==> src/rtl/cmdsched_pkg.sv <==
package cmdsched_pkg;

    typedef enum logic [1:0] {
        CLS_LOW  = 2'b00,
        CLS_HIGH = 2'b01,
        CLS_IMM  = 2'b10,
        CLS_RSVD = 2'b11
    } cmd_class_e;

    typedef enum logic [2:0] {
        ST_IDLE,
        ST_PICK,
        ST_VERIFY,
        ST_ISSUE,
        ST_FLUSH
    } sched_state_e;

    typedef enum logic [1:0] {
        SRC_NONE,
        SRC_IMM,
        SRC_HIGH,
        SRC_LOW
    } sched_src_e;

    localparam int Q_LOW  = 0;
    localparam int Q_HIGH = 1;

endpackage

==> src/rtl/cmd_fifo.sv <==
module cmd_fifo #(
    parameter int WIDTH = 51,
    parameter int DEPTH = 4
) (
    input  logic             clk,
    input  logic             rst_n,
    input  logic             push,
    input  logic             pop,
    input  logic             flush,
    input  logic [WIDTH-1:0] wdata,
    output logic [WIDTH-1:0] rdata,
    output logic             empty,
    output logic             full
);
    localparam int AW = (DEPTH > 1) ? $clog2(DEPTH) : 1;
    localparam int CW = $clog2(DEPTH + 1);

    logic [WIDTH-1:0] mem [DEPTH];
    logic [AW-1:0]    rd_ptr;
    logic [AW-1:0]    wr_ptr;
    logic [CW-1:0]    fill;
    logic             do_push;
    logic             do_pop;

    function automatic logic [AW-1:0] step(input logic [AW-1:0] p);
        return (p == AW'(DEPTH - 1)) ? '0 : p + 1'b1;
    endfunction

    assign full    = (fill == CW'(DEPTH));
    assign empty   = (fill == '0);
    assign do_push = push && !full && !flush;
    assign do_pop  = pop && !empty && !flush;
    assign rdata   = mem[rd_ptr];

    always_ff @(posedge clk) begin
        if (do_push) begin
            mem[wr_ptr] <= wdata;
        end
    end

    always_ff @(posedge clk) begin
        if (!rst_n || flush) begin
            rd_ptr <= '0;
            wr_ptr <= '0;
            fill   <= '0;
        end else begin
            if (do_push) begin
                wr_ptr <= step(wr_ptr);
            end
            if (do_pop) begin
                rd_ptr <= step(rd_ptr);
            end
            unique case ({do_push, do_pop})
                2'b10:   fill <= fill + 1'b1;
                2'b01:   fill <= fill - 1'b1;
                default: fill <= fill;
            endcase
        end
    end

endmodule

==> src/rtl/cmd_verify.sv <==
module cmd_verify #(
    parameter int NBYTES = 4,
    parameter int LEN_W  = 3
) (
    input  logic [NBYTES*8-1:0] payload,
    input  logic [LEN_W-1:0]    len,
    input  logic [15:0]         sum,
    output logic                len_ok,
    output logic                sum_ok
);
    logic [8:0] s1;
    logic [8:0] s2;

    always_comb begin
        s1 = '0;
        s2 = '0;
        for (int i = 0; i < NBYTES; i++) begin
            if (i < int'(len)) begin
                s1 = s1 + {1'b0, payload[i*8 +: 8]};
                if (s1 >= 9'd255) begin
                    s1 = s1 - 9'd255;
                end
                s2 = s2 + s1;
                if (s2 >= 9'd255) begin
                    s2 = s2 - 9'd255;
                end
            end
        end
    end

    assign len_ok = (len != '0) && (len <= LEN_W'(NBYTES));
    assign sum_ok = (sum == {s2[7:0], s1[7:0]});

endmodule

==> src/rtl/weight_sel.sv <==
module weight_sel #(
    parameter int HI_SLOTS = 2,
    parameter int LO_SLOTS = 1
) (
    input  logic clk,
    input  logic rst_n,
    input  logic advance,
    output logic prefer_high
);
    localparam int PERIOD = HI_SLOTS + LO_SLOTS;
    localparam int PW     = (PERIOD > 1) ? $clog2(PERIOD) : 1;

    logic [PW-1:0] pos;

    assign prefer_high = (pos < PW'(HI_SLOTS));

    always_ff @(posedge clk) begin
        if (!rst_n) begin
            pos <= '0;
        end else if (advance) begin
            pos <= (pos == PW'(PERIOD - 1)) ? '0 : pos + 1'b1;
        end
    end

endmodule

==> src/rtl/cmd_scheduler.sv <==
module cmd_scheduler
    import cmdsched_pkg::*;
#(
    parameter int DATA_BYTES  = 4,
    parameter int QUEUE_DEPTH = 4,
    parameter int HI_SLOTS    = 2,
    parameter int LO_SLOTS    = 1,
    parameter int LEN_W       = $clog2(DATA_BYTES + 1)
) (
    input  logic                    clk,
    input  logic                    rst_n,
    input  logic                    in_valid,
    input  logic [1:0]              in_class,
    input  logic [LEN_W-1:0]        in_len,
    input  logic [DATA_BYTES*8-1:0] in_payload,
    input  logic [15:0]             in_sum,
    input  logic                    tick,
    output logic                    out_valid,
    output logic [1:0]              out_class,
    output logic [LEN_W-1:0]        out_len,
    output logic [DATA_BYTES*8-1:0] out_payload,
    output logic                    ovf_high,
    output logic                    ovf_low,
    output logic                    flushed
);
    localparam int DATA_W  = DATA_BYTES * 8;
    localparam int ENTRY_W = LEN_W + 16 + DATA_W;

    sched_state_e state_q;
    sched_state_e state_d;
    sched_src_e   src_sel;

    logic [ENTRY_W-1:0] in_entry;
    logic [ENTRY_W-1:0] imm_entry;
    logic               imm_full;
    logic               imm_wr;
    logic               take_imm;

    logic [ENTRY_W-1:0] q_rdata [2];
    logic [1:0]         q_push;
    logic [1:0]         q_pop;
    logic [1:0]         q_empty;
    logic [1:0]         q_full;
    logic               q_flush;

    logic [ENTRY_W-1:0] cand;
    logic [1:0]         cand_cls;
    logic               cand_queued;
    logic               len_ok;
    logic               sum_ok;
    logic               prefer_high;
    logic               pat_adv;

    assign in_entry = {in_len, in_sum, in_payload};

    // Write decode
    assign imm_wr    = in_valid && (in_class == CLS_IMM);
    assign q_push[Q_LOW]  = in_valid && (in_class == CLS_LOW);
    assign q_push[Q_HIGH] = in_valid && (in_class == CLS_HIGH);

    // Queues
    generate
        for (genvar q = 0; q < 2; q++) begin : g_queue
            cmd_fifo #(
                .WIDTH(ENTRY_W),
                .DEPTH(QUEUE_DEPTH)
            ) u_fifo (
                .clk  (clk),
                .rst_n(rst_n),
                .push (q_push[q]),
                .pop  (q_pop[q]),
                .flush(q_flush),
                .wdata(in_entry),
                .rdata(q_rdata[q]),
                .empty(q_empty[q]),
                .full (q_full[q])
            );
        end
    endgenerate

    weight_sel #(
        .HI_SLOTS(HI_SLOTS),
        .LO_SLOTS(LO_SLOTS)
    ) u_weight (
        .clk        (clk),
        .rst_n      (rst_n),
        .advance    (pat_adv),
        .prefer_high(prefer_high)
    );

    cmd_verify #(
        .NBYTES(DATA_BYTES),
        .LEN_W (LEN_W)
    ) u_verify (
        .payload(cand[DATA_W-1:0]),
        .len    (cand[ENTRY_W-1 -: LEN_W]),
        .sum    (cand[DATA_W +: 16]),
        .len_ok (len_ok),
        .sum_ok (sum_ok)
    );

    // Source choice, meaningful in ST_PICK
    always_comb begin
        src_sel = SRC_NONE;
        if (imm_full) begin
            src_sel = SRC_IMM;
        end else if (prefer_high) begin
            if (!q_empty[Q_HIGH]) begin
                src_sel = SRC_HIGH;
            end else if (!q_empty[Q_LOW]) begin
                src_sel = SRC_LOW;
            end
        end else begin
            if (!q_empty[Q_LOW]) begin
                src_sel = SRC_LOW;
            end else if (!q_empty[Q_HIGH]) begin
                src_sel = SRC_HIGH;
            end
        end
    end

    assign take_imm     = (state_q == ST_PICK) && (src_sel == SRC_IMM);
    assign q_pop[Q_HIGH] = (state_q == ST_PICK) && (src_sel == SRC_HIGH);
    assign q_pop[Q_LOW]  = (state_q == ST_PICK) && (src_sel == SRC_LOW);
    assign pat_adv      = q_pop[Q_HIGH] || q_pop[Q_LOW];
    assign q_flush      = (state_q == ST_FLUSH);

    // Immediate holding slot: a new write wins over a same-cycle take
    always_ff @(posedge clk) begin
        if (!rst_n) begin
            imm_full  <= 1'b0;
            imm_entry <= '0;
        end else begin
            if (take_imm) begin
                imm_full <= 1'b0;
            end
            if (imm_wr) begin
                imm_full  <= 1'b1;
                imm_entry <= in_entry;
            end
        end
    end

    // Candidate register
    always_ff @(posedge clk) begin
        if (!rst_n) begin
            cand        <= '0;
            cand_cls    <= CLS_LOW;
            cand_queued <= 1'b0;
        end else if (state_q == ST_PICK) begin
            unique case (src_sel)
                SRC_IMM: begin
                    cand        <= imm_entry;
                    cand_cls    <= CLS_IMM;
                    cand_queued <= 1'b0;
                end
                SRC_HIGH: begin
                    cand        <= q_rdata[Q_HIGH];
                    cand_cls    <= CLS_HIGH;
                    cand_queued <= 1'b1;
                end
                SRC_LOW: begin
                    cand        <= q_rdata[Q_LOW];
                    cand_cls    <= CLS_LOW;
                    cand_queued <= 1'b1;
                end
                default: begin
                    cand        <= cand;
                    cand_cls    <= cand_cls;
                    cand_queued <= cand_queued;
                end
            endcase
        end
    end

    // State register
    always_ff @(posedge clk) begin
        if (!rst_n) begin
            state_q <= ST_IDLE;
        end else begin
            state_q <= state_d;
        end
    end

    // Next state
    always_comb begin
        state_d = state_q;
        unique case (state_q)
            ST_IDLE: begin
                if (tick) begin
                    state_d = ST_PICK;
                end
            end
            ST_PICK: begin
                state_d = (src_sel == SRC_NONE) ? ST_IDLE : ST_VERIFY;
            end
            ST_VERIFY: begin
                if (!len_ok && cand_queued) begin
                    state_d = ST_FLUSH;
                end else if (!len_ok || !sum_ok) begin
                    state_d = ST_IDLE;
                end else begin
                    state_d = ST_ISSUE;
                end
            end
            ST_ISSUE: state_d = ST_IDLE;
            ST_FLUSH: state_d = ST_IDLE;
            default:  state_d = ST_IDLE;
        endcase
    end

    // Outputs
    always_comb begin
        out_valid   = (state_q == ST_ISSUE);
        flushed     = (state_q == ST_FLUSH);
        out_class   = cand_cls;
        out_len     = cand[ENTRY_W-1 -: LEN_W];
        out_payload = cand[DATA_W-1:0];
    end

    always_ff @(posedge clk) begin
        if (!rst_n) begin
            ovf_high <= 1'b0;
            ovf_low  <= 1'b0;
        end else begin
            ovf_high <= q_push[Q_HIGH] && q_full[Q_HIGH];
            ovf_low  <= q_push[Q_LOW] && q_full[Q_LOW];
        end
    end

endmodule

==> config.mk <==
export PLATFORM = sky130hd
export DESIGN_NAME = cmd_scheduler
export DESIGN_NICKNAME = d
export VERILOG_FILES = /design/src/rtl/cmdsched_pkg.sv /design/src/rtl/cmd_fifo.sv /design/src/rtl/cmd_verify.sv /design/src/rtl/weight_sel.sv /design/src/rtl/cmd_scheduler.sv
export SDC_FILE = /design/constraint.sdc
export NUM_CORES = 1
export LEC_CHECK = 0
export BUFFER_PORTS_ARGS = -buffer_cell sky130_fd_sc_hd__buf_2
export CELL_PAD_IN_SITES_DETAIL_PLACEMENT = 0
export CELL_PAD_IN_SITES_GLOBAL_PLACEMENT = 1
export CORE_ASPECT_RATIO = 1.75
export CORE_UTILIZATION = 44
export CTS_CLUSTER_SIZE = 8
export DETAILED_ROUTE_END_ITERATION = 10
export PLACE_DENSITY = 0.68
export SLEW_MARGIN = 0
export SYNTH_ARGS = -nofsm -noshare
export SYNTH_HDL_FRONTEND = slang
export SYNTH_SLANG_ARGS = --single-unit
==> constraint.sdc <==
create_clock -name clk -period 36.4 [get_ports clk]
set_input_delay 0 -clock clk [delete_from_list [all_inputs] [get_ports clk]]
set_output_delay 0 -clock clk [all_outputs]
set_load 0.05 [all_outputs]
; ---- Word-level counts from Yosys, hierarchy flattened
; Memories as Yosys holds them, arrays and structs flattened. A register that Yosys moved wholly into a read port is not among the register bits.
; Cells that the tools add are included.
[word_totals]
ff_bits = 127
mem_bits_rw = 408
out_inout_bits = 41
mem_count = 2
[classes]
add_sub_neg = 23
magnitude_cmp = 14
reduce_logical = 43
n_mux = 51
n_eq_ne = 22
[mem_list]
columns = memory, words, word_bits, read_ports, rd_clocked_by_memory_dff, write_ports, line
row1 = g_queue[0].u_fifo.mem, 4, 51, 1, 1, 1, cmd_fifo.sv:18  ; logic [WIDTH-1:0] mem [DEPTH];
row2 = g_queue[1].u_fifo.mem, 4, 51, 1, 1, 1, cmd_fifo.sv:18
[op_table]
columns = op, count
row1 = 9-bit two-way mux, 17
row2 = 51-bit case mux with 3 select lines, 1
row3 = "9-bit by 8-bit >= comparator with 1-bit output, second input constant", 7
row4 = "9-bit by 8-bit subtractor with 9-bit output, second input constant", 6
row5 = 2-bit two-way mux, 17
row6 = 9-bit by 8-bit adder with 9-bit output, 3
row7 = 9-bit adder, 3
row8 = 8-bit two-way mux, 3
row9 = "2-bit equality test, second input constant", 10
row10 = 1-bit logical AND, 18
row11 = 16-bit equality test, 1
row12 = 3-bit case mux with 2 select lines, 2
row13 = "2-bit by 1-bit adder with 2-bit output, second input constant", 5
row14 = "3-bit equality test, second input constant", 3
row15 = 3-bit logical NOT, 3
row16 = 3-bit case mux with 3 select lines, 1
row17 = "8-bit by 8-bit subtractor with 9-bit output, second input constant", 1
row18 = "2-bit by 1-bit equality test with 1-bit output, second input constant", 4
row19 = "8-bit >= comparator, second input constant", 1
row20 = 1-bit logical NOT, 8
row21 = 2-bit nonzero test, 4
row22 = "8-bit subtractor, second input constant", 1
row23 = "3-bit by 1-bit adder with 3-bit output, second input constant", 2
row24 = "3-bit by 2-bit equality test with 1-bit output, second input constant", 2
row25 = other kinds (16), 30

; ---- Depth between registers and ports, before layout
[logic_depth]
ltp_word = 28
ltp_mapped = 75
depth_no_buf = 74

; ---- Modules after synthesis
; From an unflattened synthesis, not the netlist that was laid out.
[unflattened]
hier_cells = 2042
hier_area_um2 = 26225.2
[by_module_without_submodules]
columns = mod, seq_area_each_um2, instances, cells_each, area_each_um2
row1 = cmd_fifo, 6306.0, 2, 325, 7843.8
row2 = cmd_verify, 0.0, 1, 767, 5322.6
row3 = cmd_scheduler, 2222.1, 1, 616, 5124.9
row4 = weight_sel, 40.0, 1, 9, 90.1

; ---- Worst setup path before layout
; Ideal clock, no wire load.
[synth_path]
path_type = register -> register
startpoint = register cand[0]
endpoint = register state_q[0]
synth_period_minus_slack_ns = 14.243
slack_ns = 22.157
setup_ns = 0.101
stages_incl_launch_ff = 70
required_ns = 36.299
arrival_time_ns = 14.142
path_cell_list = dfxtp_1 -> ha_1 -> inv_1 -> a211oi_1 -> mux2i_1 -> nor2_1 -> ha_1 -> a211oi_1 -> or3b_1 -> o21ai_1 -> a211oi_1 -> nor4_4 -> xnor2_1 -> and3_1 -> ha_1 -> nor2_1 -> a41oi_1 -> nand2_1 -> [34 not listed] -> inv_1 -> fa_1 -> nor2b_1 -> o21ai_0 -> a21boi_0 -> o21ai_0 -> a21boi_0 -> o21ai_0 -> nand2_1 -> nor3_1 -> a221o_1 -> nor3_2 -> and4b_1 -> nor2_1 -> a311o_1 -> a221oi_2 -> o2111ai_1 -> o41ai_1
[synth_via]
elab_chain_len = 28
[synth_rtl]
columns = item, line
row1 = "start, declared", cmd_scheduler.sv:46  ; logic [ENTRY_W-1:0] cand;
row2 = "start signal, assigned", cmd_scheduler.sv:153  ; cand <= imm_entry;
row3 = "start signal, assigned", cmd_scheduler.sv:158  ; cand <= q_rdata[Q_HIGH];
row4 = "start signal, assigned", cmd_scheduler.sv:163  ; cand <= q_rdata[Q_LOW];
row5 = 8-bit by 8-bit subtractor with 9-bit output or 8-bit >= comparator (tied branches), "cmd_verify.sv:21, cmd_verify.sv:20"
row6 = 9-bit two-way mux *, cmd_verify.sv:20  ; if (s1 >= 9'd255) begin
row7 = 9-bit two-way mux *, cmd_verify.sv:18  ; if (i < int'(len)) begin
row8 = 9-bit two-way mux, cmd_verify.sv:18
row9 = 9-bit by 8-bit adder with 9-bit output, cmd_verify.sv:19  ; s1 = s1 + {1'b0, payload[i*8 +: 8]};
row10 = 9-bit by 8-bit subtractor with 9-bit output or 9-bit by 8-bit >= comparator with 1-bit output (tied branches), "cmd_verify.sv:21, cmd_verify.sv:20"
row11 = 9-bit two-way mux, cmd_verify.sv:20
row12 = 9-bit two-way mux (2 in series), cmd_verify.sv:18
row13 = [11 not listed], --
row14 = 8-bit two-way mux, cmd_verify.sv:24  ; if (s2 >= 9'd255) begin
row15 = 8-bit two-way mux, cmd_verify.sv:18
row16 = 16-bit equality test *, cmd_verify.sv:32  ; assign sum_ok = (sum == {s2[7:0], s1[7:0]});
row17 = 1-bit logical NOT *, cmd_scheduler.sv:200  ; end else if (!len_ok || !sum_ok) begin
row18 = 1-bit logical OR *, cmd_scheduler.sv:200
row19 = 2-bit two-way mux *, cmd_scheduler.sv:200
row20 = 3-bit two-way mux *, cmd_scheduler.sv:198  ; if (!len_ok && cand_queued) begin
row21 = 3-bit case mux with 3 select lines *, cmd_scheduler.sv:188  ; unique case (state_q)
row22 = "end signal, assigned", cmd_scheduler.sv:181  ; state_q <= state_d;
row23 = "end, declared", cmd_scheduler.sv:29  ; sched_state_e state_q;
; Every way passes the cells marked *; elsewhere a longest branch is shown, timed or not. The select of a mux whose other input is x is not followed.
; A chain may end at the register's enable or synchronous reset.

; ---- Worst setup path after layout
[layout_path]
startpoint = register cand[49]
endpoint = register state_q[0]
[layout_via]
elab_chain_len = 26
[layout_rtl]
columns = item, line
row1 = 1-bit by 3-bit less-than comparator with 1-bit output, cmd_verify.sv:18
row2 = 9-bit two-way mux, cmd_verify.sv:18
row3 = 9-bit by 8-bit adder with 9-bit output, cmd_verify.sv:19
row4 = 9-bit by 8-bit subtractor with 9-bit output or 9-bit by 8-bit >= comparator with 1-bit output (tied branches), "cmd_verify.sv:21, cmd_verify.sv:20"
row5 = 9-bit two-way mux, cmd_verify.sv:20
row6 = 9-bit two-way mux (2 in series), cmd_verify.sv:18
row7 = 9-bit by 8-bit adder with 9-bit output, cmd_verify.sv:19
row8 = 9-bit by 8-bit subtractor with 9-bit output or 9-bit by 8-bit >= comparator with 1-bit output (tied branches), "cmd_verify.sv:21, cmd_verify.sv:20"
row9 = [9 not listed], --
row10 = 8-bit two-way mux, cmd_verify.sv:24
row11 = 8-bit two-way mux, cmd_verify.sv:18
row12 = 16-bit equality test, cmd_verify.sv:32
row13 = 1-bit logical NOT, cmd_scheduler.sv:200
row14 = 1-bit logical OR, cmd_scheduler.sv:200
row15 = 2-bit two-way mux, cmd_scheduler.sv:200
row16 = 3-bit two-way mux *, cmd_scheduler.sv:198
row17 = 3-bit case mux with 3 select lines *, cmd_scheduler.sv:188
; Marks and branches as above.

==> impl_metrics.py <==
metrics = {
    "synth": {
        "ys_ff_latch": 539,
        "syn_area_sq_um": 25800,
        "ys_types": 92,
        "yosysWarnings": 0,
        "avgSynthCellArea_sq_um": 12.8,
        "synth_top_area_frac": 0.475,
        "synthFlopType": "edfxtp_1",
        "synth_edf_count": 408,
        "async_flop_share": 0,
        "ys_seq_area_frac": 0.577,
        "syn_nets": 2162,
        "synthCells": 2023,
        "synth_top_area_cell": "edfxtp_1",
        "synth.area.top_cells": "edfxtp_1 47%, dfxtp_1 10%, mux4_2 8.9%",
    },
    "finish": {
        "multiInputGateArea_sq_um": 10100,
        "final_cells": 2984,
        "fill_cells": 5113,
        "antenna_cells": 0,
        "finalNetCount": 2286,
        "seq_area_sq_um": 14900,
        "syn_to_final_growth_pct": 15.2,
        "drive_gt1_frac": 0.164,
    },
    "placement": {
        "globalplace.congestion": 0.936,
        "port_buffers": 97,
        "dp_hpwl_um": 47100,
        "dp_cells": 2783,
        "dp_slack_ns": 19.01,
    },
    "sta": {
        "fin_worst_skew_ns": 0.0178,
        "relSlewSlack": 0.129,
        "hold_viol_final": 0,
        "rsz0062_at_grt": "false",
        "fin_crit_ns": 17.71,
        "worstMarginPinSlew_ns": 1.30,
        "drv_slew": 0,
        "setup_slack_ns": 18.69,
        "fmax_mhz": 56.5,
        "period_share": 0.486,
        "final.setup.tns_ns": 0,
        "setup_viol": 0,
    },
    "die": {
        "fp.dieW_um": 185,
        "rows": 117,
        "ios": 98,
        "initial_core_util": 0.444,
        "die_h_um": 322,
        "core_area_sq_um": 58100,
        "dieArea_sq_um": 59600,
    },
    "setup_path": {
        "crit_top_cell": "o21ai_0",
        "reg2reg_depth": 65,
        "slowest_stage": "nor2_1",
        "worst-path-max-fanout": 21,
        "cp-start-kind": "flip-flop",
        "crit_path_end": "state_q[0]$_SDFFE_PN0P_",
        "path_class": "reg2reg",
        "cp-end-kind": "flip-flop",
        "rr_startpoint": "cand[49]$_SDFFE_PN0P_",
        "arrival_ns": 18.19,
        "critPathRequiredTime_ns": 36.88,
        "r2r_setup_slack_ns": 18.69,
        "max_stage_delay_ns": 0.80,
        "r2r_end": "state_q[0]$_SDFFE_PN0P_",
        "startpoint": "cand[49]$_SDFFE_PN0P_",
    },
    "clocking": {
        "htree_levels": 3,
        "cts_num_sinks": 539,
        "clk_latency_ns": 0.59,
        "path_clk_slew_ns": 0.05,
        "root_buffer": "clkbuf_16",
        "cts_resized": 0,
        "numCtsBuffers": 77,
        "cts_tree": "built",
        "clock_path_buffers": 3,
    },
    "min_path": {
        "hp-class": "in2reg",
    },
    "power": {
        "p_per_area_nw_per_um2": 52.7,
        "p_leak_nw": 10.3,
        "ir_worst_vdd_v": 0.0000441,
    },
    "detailed_routing": {
        "route.detailed.drc": 0,
        "drt_iter0_markers": 1137,
        "drt-wirelength-per-cell_um": 25.2,
        "vias_per_cell": 5.83,
        "drt_pass1_iterations": 5,
        "final_antenna_net_count": 0,
        "drt-total-wl_um": 75100,
        "vias": 17400,
    },
    "outcome": {
        "outcome": "finished, final reports clean",
    },
    "global_routing": {
        "antenna_found_initial": 1,
        "grt_usage": 0.260,
        "grt-ovfl-total": 0,
        "grt_max_degree": 65,
        "grt_pass1_vias": 18000,
        "grt_first_pass_wirelength_um": 112000,
    },
    "flow_run": {
        "cap_violations": 0,
    },
}
placed cells by master, fill, tap and decap left out, types with 8 or more instances in the layout:
cell	instances
a22oi_1	12
a21oi_1	151
inv_1	59
and3_1	19
clkbuf_16	81
mux2i_1	15
nor4_1	9
buf_4	23
nor2_1	118
edfxtp_1	408
a221o_1	42
buf_2	97
and2_1	11
nor2b_1	8
xnor2_1	64
a311oi_1	10
mux4_2	102
a211oi_1	12
nor3_1	36
nand2_1	228
or3_1	9
ha_1	74
a21o_1	13
fa_1	8
nand4_1	12
a41oi_1	8
nor3b_1	9
nand2b_1	9
a31oi_1	9
mux2_2	8
o21ai_0	82
dlygate4sd3_1	58
xor2_1	36
clkbuf_1	57
nand3_1	37
dfxtp_1	127
flip-flops by register name (all words and copies together) (netlist names), named ones only:
register / count
imm_full: 1
cand: 51
g_queue.u_fifo.mem: 408
cand_queued: 1
out_class: 2
g_queue.u_fifo.fill: 6
g_queue.u_fifo.wr_ptr: 4
ovf_high: 1
state_q: 3
imm_entry: 51
g_queue.u_fifo.rd_ptr: 4
ovf_low: 1
u_weight.pos: 2
through the flow:
step,instance area [sq um],power (mW),hold WS [ns],util
3_3_place_gp,26800,0.903,0.232,0.462
3_5_place_dp,26800,0.904,0.235,0.462
4_1_cts,29700,1.58,0.0421,0.511
2_1_floorplan,25800,0.838,0.0758,-
5_1_grt,29700,1.62,0.104,0.511
6_report,29700,1.57,0.0958,0.511
synthesized netlist by cell type, drive strengths merged (10+ instances only):
master and n:
edfxtp 408, nand2 228, a21oi 153, dfxtp 131, nor2 118, mux4 102, o21ai 87, clkbuf 82
ha 74, xnor2 65, inv 60, buf 51, a221o 42, nor3 39, nand3 37, xor2 37
and3 23, and2 17, mux2i 16, a211oi 13, a21o 13, a22oi 12, nand4 12, a311oi 10
nor4 10
critical path, delay by kind of cell, from the launching register on:
family                   cells  cell delay, ns
AO/OA/AOI/OAI               29            7.97
AND/OR/NAND/NOR             21            5.00
multiplexers                 1            0.24
flip-flops                   1            0.39
adder cells (fa/ha/maj)      8            2.43
XOR/XNOR                     3            1.23
buffers and inverters        3            0.30
how the worst min path moves through the flow:
stage                 from                                  endpoint  slack (ns)  cells past startpoint
4_1_cts           in_valid  g_queue[1].u_fifo.wr_ptr[1]$_SDFFE_PP0P_        0.04                      6
2_1_floorplan  in_class[0]                        ovf_low$_SDFF_PN0_        0.08                      1
6_report          in_valid  g_queue[1].u_fifo.wr_ptr[1]$_SDFFE_PP0P_         0.1                      6
3_5_place_dp   in_class[0]                        ovf_low$_SDFF_PN0_        0.24                      2
3_3_place_gp   in_class[0]                        ovf_low$_SDFF_PN0_        0.23                      2
5_1_grt           in_valid  g_queue[0].u_fifo.wr_ptr[1]$_SDFFE_PP0P_        0.10                      5
timing repair:
| item | CTS | global route |
|---|---|---|
| buffers inserted | 0 | 0 |
| endpoints found under the hold margin | 468 | 0 |
| hold buffers | 58 | 0 |
cell families (layout without fill, tap and decap cells):
logic type	count (synthesis)	after routing	synth area share
flops	539	539	0.577
simple gates	546	546	0.0983
buf+inv	193	381	0.0336
fa+ha+maj	82	82	0.0421
mux	126	126	0.0989
compound gates	434	434	0.114
xor+xnor	103	103	0.0365
per-layer routing:
layer | track usage | share of wire | vias to the layer above
met2 | 0.481 | 0.53 | 510
li1 | - | - | 7927
met1 | 0.287 | 0.38 | 8781
met4 | 0.135 | 0.050 | 0
met3 | 0.0341 | 0.040 | 170
met5 | 0 | 0 | -
final cells by class:
class                           count  share of cell area
Clock inverter                      4             0.00156
Tap cell                          773              0.0325
Timing Repair Buffer              178              0.0417
Multi-Input combinational cell   1291               0.340
Clock buffer                      139              0.0759
Sequential cell                   539               0.501
Inverter                           60             0.00766
power breakdown:
group	switching, mW	total [mW]	leakage [nW]	internal (mW)
logic	0.133	0.205	4.49	0.0721
registers	0.0176	0.693	4.75	0.675
clock network	0.252	0.668	1.09	0.415
total	0.403	1.57	10.3	1.16
(Power assumes the default switching activity.)
